[config.mk]
export PLATFORM = sky130hd
export DESIGN_NAME = uhost_csr
export DESIGN_NICKNAME = d
export VERILOG_FILES = /design/src/rtl/uhost_csr_pkg.sv /design/src/rtl/uhost_frame_timer.sv /design/src/rtl/uhost_irq_unit.sv /design/src/rtl/uhost_phy_status.sv /design/src/rtl/uhost_csr.sv
export SDC_FILE = /design/constraint.sdc
export NUM_CORES = 1
export LEC_CHECK = 0
export ABC_AREA = 1
export BUFFER_PORTS_ARGS = -buffer_cell sky130_fd_sc_hd__clkbuf_2
export CORE_UTILIZATION = 40
export CTS_CLUSTER_DIAMETER = 80
export CTS_CLUSTER_SIZE = 25
export DETAILED_ROUTE_END_ITERATION = 10
export GPL_TIMING_DRIVEN = 0
export PLACE_DENSITY = 0.7
export SLEW_MARGIN = 25
export SYNTH_ARGS = -nofsm -noshare
export SYNTH_HDL_FRONTEND = slang
export SYNTH_SLANG_ARGS = --single-unit
[constraint.sdc]
create_clock -name clk -period 3.5 [get_ports clk]
set_clock_uncertainty 0.05 [all_clocks]
set_input_delay 0 -clock clk [delete_from_list [all_inputs] [get_ports clk]]
set_output_delay 0 -clock clk [all_outputs]
set_load 0.03 [all_outputs]
[src/rtl/uhost_csr_pkg.sv]
package uhost_csr_pkg;
  localparam int DATA_W   = 32;
  localparam int IRQ_N    = 3;
  localparam int IRQ_SOF  = 0;
  localparam int IRQ_DONE = 1;
  localparam int IRQ_ERR  = 2;
  localparam int TIME_LSB = 16;

  typedef enum logic [1:0] {
    RSEL_CTRL = 2'd0,
    RSEL_IRQ  = 2'd1,
    RSEL_MASK = 2'd2,
    RSEL_NONE = 2'd3
  } reg_sel_e;

  function automatic reg_sel_e decode_word(input int unsigned word);
    case (word)
      0:       decode_word = RSEL_CTRL;
      1:       decode_word = RSEL_IRQ;
      2:       decode_word = RSEL_MASK;
      default: decode_word = RSEL_NONE;
    endcase
  endfunction
endpackage

[src/rtl/uhost_frame_timer.sv]
module uhost_frame_timer #(
  parameter int FRAME_CYCLES = 48000,
  parameter int TIME_W       = 16
) (
  input  logic              clk,
  input  logic              rst_n,
  input  logic              sof_en_i,
  input  logic              bus_rst_i,
  output logic [TIME_W-1:0] time_o,
  output logic              sof_req_o
);
  localparam logic [TIME_W-1:0] LAST = TIME_W'(FRAME_CYCLES - 1);

  logic [TIME_W-1:0] cnt_q, cnt_d;
  logic              sof_q, sof_d;
  logic              at_last;

  assign at_last = (cnt_q == LAST);

  always_comb begin
    cnt_d = at_last ? '0 : cnt_q + 1'b1;
    sof_d = at_last && sof_en_i && !bus_rst_i;
  end

  always_ff @(posedge clk or negedge rst_n) begin
    if (!rst_n) begin
      cnt_q <= '0;
      sof_q <= 1'b0;
    end else begin
      cnt_q <= cnt_d;
      sof_q <= sof_d;
    end
  end

  assign time_o    = cnt_q;
  assign sof_req_o = sof_q;

  p_wrap_r2: assert property (@(posedge clk) disable iff (!rst_n)
    at_last |=> (time_o == '0));
  p_step_r2: assert property (@(posedge clk) disable iff (!rst_n)
    !at_last |=> (time_o == $past(time_o) + 1'b1));
  p_sof_at_zero_r3: assert property (@(posedge clk) disable iff (!rst_n)
    sof_req_o |-> (time_o == '0));
  p_sof_gated_r3: assert property (@(posedge clk) disable iff (!rst_n)
    (bus_rst_i || !sof_en_i) |=> !sof_req_o);
endmodule

[src/rtl/uhost_irq_unit.sv]
module uhost_irq_unit #(
  parameter int N = 3
) (
  input  logic         clk,
  input  logic         rst_n,
  input  logic [N-1:0] evt_i,
  input  logic [N-1:0] ack_i,
  input  logic         mask_we_i,
  input  logic [N-1:0] mask_wdata_i,
  output logic [N-1:0] pend_o,
  output logic [N-1:0] mask_o,
  output logic         irq_o
);
  logic [N-1:0] pend_q, pend_d;
  logic [N-1:0] mask_q, mask_d;

  always_comb begin
    for (int i = 0; i < N; i++) begin
      pend_d[i] = evt_i[i] | (pend_q[i] & ~ack_i[i]);
    end
    mask_d = mask_we_i ? mask_wdata_i : mask_q;
  end

  always_ff @(posedge clk or negedge rst_n) begin
    if (!rst_n) begin
      pend_q <= '0;
      mask_q <= '0;
    end else begin
      pend_q <= pend_d;
      if (mask_we_i) mask_q <= mask_d;
    end
  end

  assign pend_o = pend_q;
  assign mask_o = mask_q;
  assign irq_o  = |(pend_q & mask_q);

  p_ack_clears_r6: assert property (@(posedge clk) disable iff (!rst_n)
    ((ack_i & ~evt_i) != '0) |=> ((pend_o & $past(ack_i & ~evt_i)) == '0));
  p_event_wins_r7: assert property (@(posedge clk) disable iff (!rst_n)
    (evt_i != '0) |=> ((pend_o & $past(evt_i)) == $past(evt_i)));
  p_mask_hold_r8: assert property (@(posedge clk) disable iff (!rst_n)
    !mask_we_i |=> $stable(mask_o));
endmodule

[src/rtl/uhost_phy_status.sv]
module uhost_phy_status (
  input  logic       clk,
  input  logic       rst_n,
  input  logic [1:0] line_i,
  input  logic       rx_err_i,
  input  logic       xfer_start_i,
  output logic [1:0] line_o,
  output logic       rx_err_o
);
  logic [1:0] line_q;
  logic       err_q, err_d;

  always_comb begin
    if (rx_err_i)          err_d = 1'b1;
    else if (xfer_start_i) err_d = 1'b0;
    else                   err_d = err_q;
  end

  always_ff @(posedge clk or negedge rst_n) begin
    if (!rst_n) begin
      line_q <= 2'b00;
      err_q  <= 1'b0;
    end else begin
      line_q <= line_i;
      err_q  <= err_d;
    end
  end

  assign line_o   = line_q;
  assign rx_err_o = err_q;

  p_err_clear_r5: assert property (@(posedge clk) disable iff (!rst_n)
    (xfer_start_i && !rx_err_i) |=> !rx_err_o);
  p_err_set_r5: assert property (@(posedge clk) disable iff (!rst_n)
    rx_err_i |=> rx_err_o);
endmodule

[src/rtl/uhost_csr.sv]
module uhost_csr
  import uhost_csr_pkg::*;
#(
  parameter int ADDR_W       = 8,
  parameter int FRAME_CYCLES = 48000,
  parameter int TIME_W       = 16
) (
  input  logic              clk,
  input  logic              rst_n,
  input  logic              bus_sel_i,
  input  logic              bus_we_i,
  input  logic [ADDR_W-1:0] bus_addr_i,
  input  logic [31:0]       bus_wdata_i,
  output logic [31:0]       bus_rdata_o,
  input  logic [1:0]        line_state_i,
  input  logic              rx_err_i,
  input  logic              xfer_start_i,
  input  logic              xfer_done_i,
  input  logic              xfer_err_i,
  output logic              bus_reset_o,
  output logic              sof_req_o,
  output logic              tx_flush_o,
  output logic              irq_o
);
  localparam int WORD_W = ADDR_W - 2;

  reg_sel_e          rsel;
  logic              wr_en, wr_ctrl, wr_irq, wr_mask;
  logic              brst_q, brst_d, sof_en_q, sof_en_d, flush_q, flush_d;
  logic [TIME_W-1:0] frame_time;
  logic [1:0]        line_st;
  logic              rx_err_flag;
  logic [IRQ_N-1:0]  evt, ack, pend, mask;
  logic [WORD_W-1:0] word;

  assign word    = bus_addr_i[ADDR_W-1:2];
  assign rsel    = decode_word(int'(word));
  assign wr_en   = bus_sel_i && bus_we_i;
  assign wr_ctrl = wr_en && (rsel == RSEL_CTRL);
  assign wr_irq  = wr_en && (rsel == RSEL_IRQ);
  assign wr_mask = wr_en && (rsel == RSEL_MASK);

  always_comb begin
    brst_d   = wr_ctrl ? bus_wdata_i[0] : brst_q;
    sof_en_d = wr_ctrl ? bus_wdata_i[1] : sof_en_q;
    flush_d  = wr_ctrl && bus_wdata_i[2];
  end

  always_ff @(posedge clk or negedge rst_n) begin
    if (!rst_n) begin
      brst_q   <= 1'b0;
      sof_en_q <= 1'b0;
      flush_q  <= 1'b0;
    end else begin
      if (wr_ctrl) begin
        brst_q   <= brst_d;
        sof_en_q <= sof_en_d;
      end
      flush_q <= flush_d;
    end
  end

  uhost_frame_timer #(.FRAME_CYCLES(FRAME_CYCLES), .TIME_W(TIME_W)) u_timer (
    .clk       (clk),
    .rst_n     (rst_n),
    .sof_en_i  (sof_en_q),
    .bus_rst_i (brst_q),
    .time_o    (frame_time),
    .sof_req_o (sof_req_o)
  );

  uhost_phy_status u_phy_status (
    .clk          (clk),
    .rst_n        (rst_n),
    .line_i       (line_state_i),
    .rx_err_i     (rx_err_i),
    .xfer_start_i (xfer_start_i),
    .line_o       (line_st),
    .rx_err_o     (rx_err_flag)
  );

  always_comb begin
    evt           = '0;
    evt[IRQ_SOF]  = sof_req_o;
    evt[IRQ_DONE] = xfer_done_i;
    evt[IRQ_ERR]  = xfer_err_i;
    ack           = wr_irq ? bus_wdata_i[IRQ_N-1:0] : '0;
  end

  uhost_irq_unit #(.N(IRQ_N)) u_irq (
    .clk          (clk),
    .rst_n        (rst_n),
    .evt_i        (evt),
    .ack_i        (ack),
    .mask_we_i    (wr_mask),
    .mask_wdata_i (bus_wdata_i[IRQ_N-1:0]),
    .pend_o       (pend),
    .mask_o       (mask),
    .irq_o        (irq_o)
  );

  always_comb begin
    bus_rdata_o = '0;
    if (bus_sel_i) begin
      case (rsel)
        RSEL_CTRL: begin
          bus_rdata_o[TIME_LSB +: TIME_W] = frame_time;
          bus_rdata_o[2]                  = rx_err_flag;
          bus_rdata_o[1:0]                = line_st;
        end
        RSEL_IRQ:  bus_rdata_o[IRQ_N-1:0] = pend;
        RSEL_MASK: bus_rdata_o[IRQ_N-1:0] = mask;
        default:   bus_rdata_o = '0;
      endcase
    end
  end

  assign bus_reset_o = brst_q;
  assign tx_flush_o  = flush_q;

  p_flush_single_r9: assert property (@(posedge clk) disable iff (!rst_n)
    tx_flush_o |=> (!tx_flush_o || $past(wr_ctrl && bus_wdata_i[2])));
  p_ctrl_hold_r1: assert property (@(posedge clk) disable iff (!rst_n)
    !wr_ctrl |=> $stable(bus_reset_o));
  p_sof_pend_r6: assert property (@(posedge clk) disable iff (!rst_n)
    sof_req_o |=> pend[IRQ_SOF]);
endmodule

=== After elaboration in Yosys (flattened, before gate mapping) ===
Cells that the tools add are included.

* Bits in registers: 29
* Bits of input ports: 50
* Output and inout bits: 36
* Logic and storage cells: 45

* Add/subtract/negate cells: 1
* Eq/ne operators: 5
* Mux-type cells: 8
* Bitwise gates (word level): 10
* Reductions and logical operators: 12

{| class="wikitable"
|+ Operators by type and width
! cell !! number
|-
| 16-bit 2-to-1 mux || 2
|-
| 32-bit 2-to-1 mux || 1
|-
| 16-bit by 1-bit adder with 16-bit output (second input constant) || 1
|-
| 16-bit == test (second input constant) || 1
|-
| 3-bit one-hot mux with 3 select lines || 1
|-
| 1-bit logical AND || 7
|-
| 6-bit by 1-bit == test with 1-bit output (second input constant) || 1
|-
| 6-bit by 2-bit == test with 1-bit output (second input constant) || 1
|-
| 6-bit logical NOT || 1
|-
| 2-bit one-hot mux with 3 select lines || 1
|-
| 1-bit AND || 3
|-
| 3-bit AND || 1
|-
| 3-bit 2-to-1 mux || 1
|-
| 1-bit inverter || 3
|-
| 1-bit bitwise OR || 3
|-
| 3-bit OR reduction || 1
|-
| 2-bit by 1-bit == test with 1-bit output (second input constant) || 1
|-
| 2-bit == test (second input constant) || 1
|-
| 2-bit logical NOT || 1
|-
| 1-bit 2-to-1 mux || 2
|-
| 2-bit nonzero test || 1
|-
| 1-bit logical NOT || 1
|}

=== Logic depth before layout (Yosys ltp) ===
* Depth after elaboration: 8
* Mapped depth: 8

=== By module ===
Synthesis repeated with hierarchy kept, for this count alone.

* Cells, all modules: 255
* Area, all modules: 1823.0 sq um

{| class="wikitable"
|+ Modules (own cells, without submodules)
! module !! times used !! cells an instance !! area an instance (sq um) !! seq. area each (sq um)
|-
| uhost_frame_timer || 1 || 126 || 948.4 || 425.4
|-
| uhost_csr || 1 || 97 || 546.8 || 75.1
|-
| uhost_irq_unit || 1 || 25 || 237.7 || 150.1
|-
| uhost_phy_status || 1 || 7 || 90.1 || 75.1
|}

=== Worst setup path after synthesis ===
Ideal clock, no wire load.

* Kind: reg-to-reg
* From: register u_timer.cnt_q[0] (netlist: u_timer.time_o[0])
* To: register u_timer.cnt_q[10] (netlist: u_timer.time_o[10])
* Setup time: 0.118 ns
* Data arrival time: 1.123 ns
* Required time: 3.332 ns
* Path slack: 2.209 ns
* Cell stages (with the launch flop): 8
* Path buffers: 0
* Path through: dfrtp_1 ha_1 nand2_2 inv_1 nand3_1 nor2_1 xor2_1 inv_1

* Cells in the longest elaborated chain, start to end: 2
* Elaborated cells between the ends (all ways): 3
* Classes of those cells: 1 x add/sub; 1 x eq/ne; 1 x mux

{| class="wikitable"
|+ RTL lines
! item !! RTL line !! source
|-
| start, declared || uhost_frame_timer.sv:14 || <nowiki>logic [TIME_W-1:0] cnt_q, cnt_d;</nowiki>
|-
| start signal, assigned || uhost_frame_timer.sv:30 || <nowiki>cnt_q <= cnt_d;</nowiki>
|-
| 16-bit by 1-bit adder with 16-bit output or 16-bit == test (tied branches) || uhost_frame_timer.sv:21, uhost_frame_timer.sv:18 ||
|-
| 16-bit 2-to-1 mux * || uhost_frame_timer.sv:21 || <nowiki>cnt_d = at_last ? '0 : cnt_q + 1'b1;</nowiki>
|-
| via u_timer.cnt_d[10] || uhost_frame_timer.sv:14 ||
|}

The timed path passes the listed nets; every way through them passes the cells marked *.
A chain may end at the register's enable or synchronous reset.

=== Worst setup path in the final report ===
* From: register u_timer.cnt_q[0] (netlist: u_timer.time_o[0])
* To: register u_timer.cnt_q[11] (netlist: u_timer.time_o[11])

The elaborated chain is that of the path after synthesis.

==> impl_results.md <==
* DR DRC count at 0
* Fillers at 439
* Setup TNS at 0 ps
* Final Wtd Congestion at 0.867
* Final Setup Violations at 0
* CORE AREA at 0.00438 mm²
* Die width at 69.9 µm
* Antenna viol nets, final at 0
* Sequential share of the synthesized area at 39.4%
* Nets at 378
* RSZ-0062 raised after global routing: no
* Initial antenna violation count at 0
* Crit path time final at 1510 ps
* Clock Latency Late Sink at 280 ps
* Setup WS pre-CTS at 2010 ps
* GRT overflow at 0
* Final setup margin at 1990 ps
* Worst EP arrival at 1640 ps
* HP Class: primary input to flip-flop
* Status: finished, final reports clean
* Crit path capture type: flip-flop
* Number of synthesized register bits at 29
* H-tree depth at 2
* I/O pins at 86
* Sink Count at 29
* Initial core utilization at 42.0%
* Mean Syn Cell Area at 7.17 µm²
* Main combinational cell family by area after synthesis: simple AND/OR/NAND/NOR gates
* Final Cell Area at 0.00236 mm²
* Row Count at 24
* CP Launch Type: flip-flop
* Worst vdd ir at 0.189 mV
* Gate Count Post-Synth at 257
* Commonest non-fill, non-tap cell in the layout: nand2_1
* P_leak at 0.00127 µW
* Clock slew at reported path FFs at 60 ps
* CTS tree: built
* All-Layer GR Usage at 19.1%
* Die area at 0.00488 mm²
* Critical path's slowest cell: dfrtp_1
* DR iter-0 viols at 121
* First-pass GRT wire length at 7330 µm
* Highest-count cells in the layout ignoring fill and taps: 64 x nand2_1, 40 x clkbuf_2, 38 x nor2_1
* Synthesis-to-layout area growth at 28.3%
* Detailed Routing Iterations Pass 1 at 4
* Max Cap Violations at 0
* CP peak stage delay at 440 ps
* Post-DP HPWL at 3210 µm
* Final hold vios at 0
* Yosys Warn Count at 0
* Netlist cell types at 24
* Area of the multi-input gates at 896 µm²
* Simple-gate portion of the synthesized area at 41.6%
* Synth Area in XOR/XNOR at 1.43%
* Crit path kind: flip-flop to flip-flop
* Ant diodes at 0
* TritonCTS Buffers at 5
* Worst Max-Slew Pin Slew at 735 ps
* FF+latch area at 726 µm²
* Root buf cell: clkbuf_8
* Port Buffers at 40
* P per Cell Area at 319 mW/mm²
* Total wire length at 4270 µm
* Vias in the first global route at 1,678
* Largest net degree at the start of global routing at 30
* Synth Area in Adders at 0.679%
* WL/cell at 11.2 µm
* Tcrit/Tclk final at 43.2%
* Max Freq at 0.661 GHz
* Slew Viols, Final at 0
* Multiplexer share of the synthesized area at 0%
* Share of layout cells above drive strength 1 at 26.5%
* PnR Total Power at 754 µW
* Critical path, cell by cell: ha_1, nand2_2, inv_1, nand2_1, nor2_1, nand3_1, nand2_1, nor2_1
* CP max FO at 6
* Vias/cell at 4.63
* Post-DP Area at 0.00215 mm²
* Critical Path RT at 3630 ps
* Cell Area, Synth at 0.00184 mm²
* Bufs on Longest Clock Path at 2
* Relative slew slack at 51.0%
* Synth Area in Compound Gates at 2.31%
* Vias post-DR at 1,759
* Die Y at 69.9 µm
==> final timing paths <==
path	startpoint	slack, ps	cells past startpoint	end
worst min-delay path	bus_we_i	30	5	tx_flush_o$_DFF_PN0_
worst max-delay path	u_timer.time_o[0]$_DFF_PN0_	1990	8	u_timer.time_o[11]$_DFF_PN0_
worst min register to register	sof_en_q$_DFFE_PN0P_	440	2	sof_en_q$_DFFE_PN0P_
max in group asynchronous	rst_n	2670	2	u_irq.mask_o[1]$_DFFE_PN0P_
min in group asynchronous	rst_n	260	2	u_timer.time_o[12]$_DFF_PN0_
worst max register to register	u_timer.time_o[0]$_DFF_PN0_	1990	8	u_timer.time_o[11]$_DFF_PN0_
==> metrics by stage <==
stage | hold WS [ps] | utilization (%) | cells
after floorplan | -346 | - | 269
after global routing | 48.2 | 53.9 | 380
after global placement | 42.8 | 49.1 | 361
after detailed placement | 53.0 | 49.1 | 361
after CTS | 31.2 | 53.9 | 380
final | 34.5 | 53.9 | 380
==> report_power, final <==
part | internal (µW) | switching [µW] | leakage (µW)
sequential | 344 | 6.08 | 0.000362
clock | 177 | 129 | 0.0000542
combinational | 35.5 | 62.6 | 0.000854
total | 556 | 197 | 0.00127
==> worst max-delay path: cells and delay by family, from the launching register on <==
family	cells	cell delay [ps]
fa+ha+maj	1	220
flops	1	440
buf+inv	1	110
simple gates	6	600
==> Yosys cell counts (all sizes together) <==
| cell type | number | area share, % |
|---|---|---|
| nor2 | 46 | 11 |
| o21bai | 1 | 0.41 |
| nor3 | 17 | 6.5 |
| inv | 36 | 7.3 |
| dfrtp | 29 | 39 |
| clkinv | 1 | 0.48 |
| nand3 | 21 | 6.0 |
| conb | 1 | 0.20 |
| xor2 | 3 | 1.4 |
| nand2 | 69 | 15 |
| o21ai | 7 | 1.9 |
| nand4 | 9 | 3.1 |
| buf | 16 | 6.6 |
| ha | 1 | 0.68 |
==> registers in the layout, indices dropped and copies added (netlist names) <==
name and cells:
u_timer.time_o 16, u_irq.mask_o 3, u_irq.pend_o 3, u_phy_status.line_o 2, bus_reset_o 1, sof_en_q 1, tx_flush_o 1, u_phy_status.rx_err_o 1
u_timer.sof_req_o 1
==> cell families after synthesis <==
logic type / after synthesis
and+or+nand+nor: 162
DFF: 29
buffers and inverters: 53
xor gates and xnor gates: 3
adders and majority gates: 1
AOI/OAI and AO/OA: 8
other: 1
==> area by class of cell <==
cell class                 instances  area share, %
multi-input combinational        187           37.9
sequential                        29           30.7
timing repair buffer              51           13.1
inverter                          37           6.09
buffer                            16           5.13
clock buffer                       7           4.08
tap                               52           2.75
clock inverter                     1          0.212
==> routing by layer <==
metal	wire, µm	global-route usage, %	vias to the layer above	share of wire [%]
met1	2010	25.7	777	47
li1	-	-	921	-
met3	222	4.33	4	5.2
met4	41	6.00	0	0.96
met5	0	0	-	0
met2	1990	30.6	57	47
==> what timing repair did <==
action / CTS / global route
hold buffers: 11 / 0
hold endpoints to repair: 40 / 0
buffers inserted: 0 / 0
endpoints found under the setup margin: 0 / 0
gates resized for setup: 0 / 0
(Power assumes the default switching activity.)
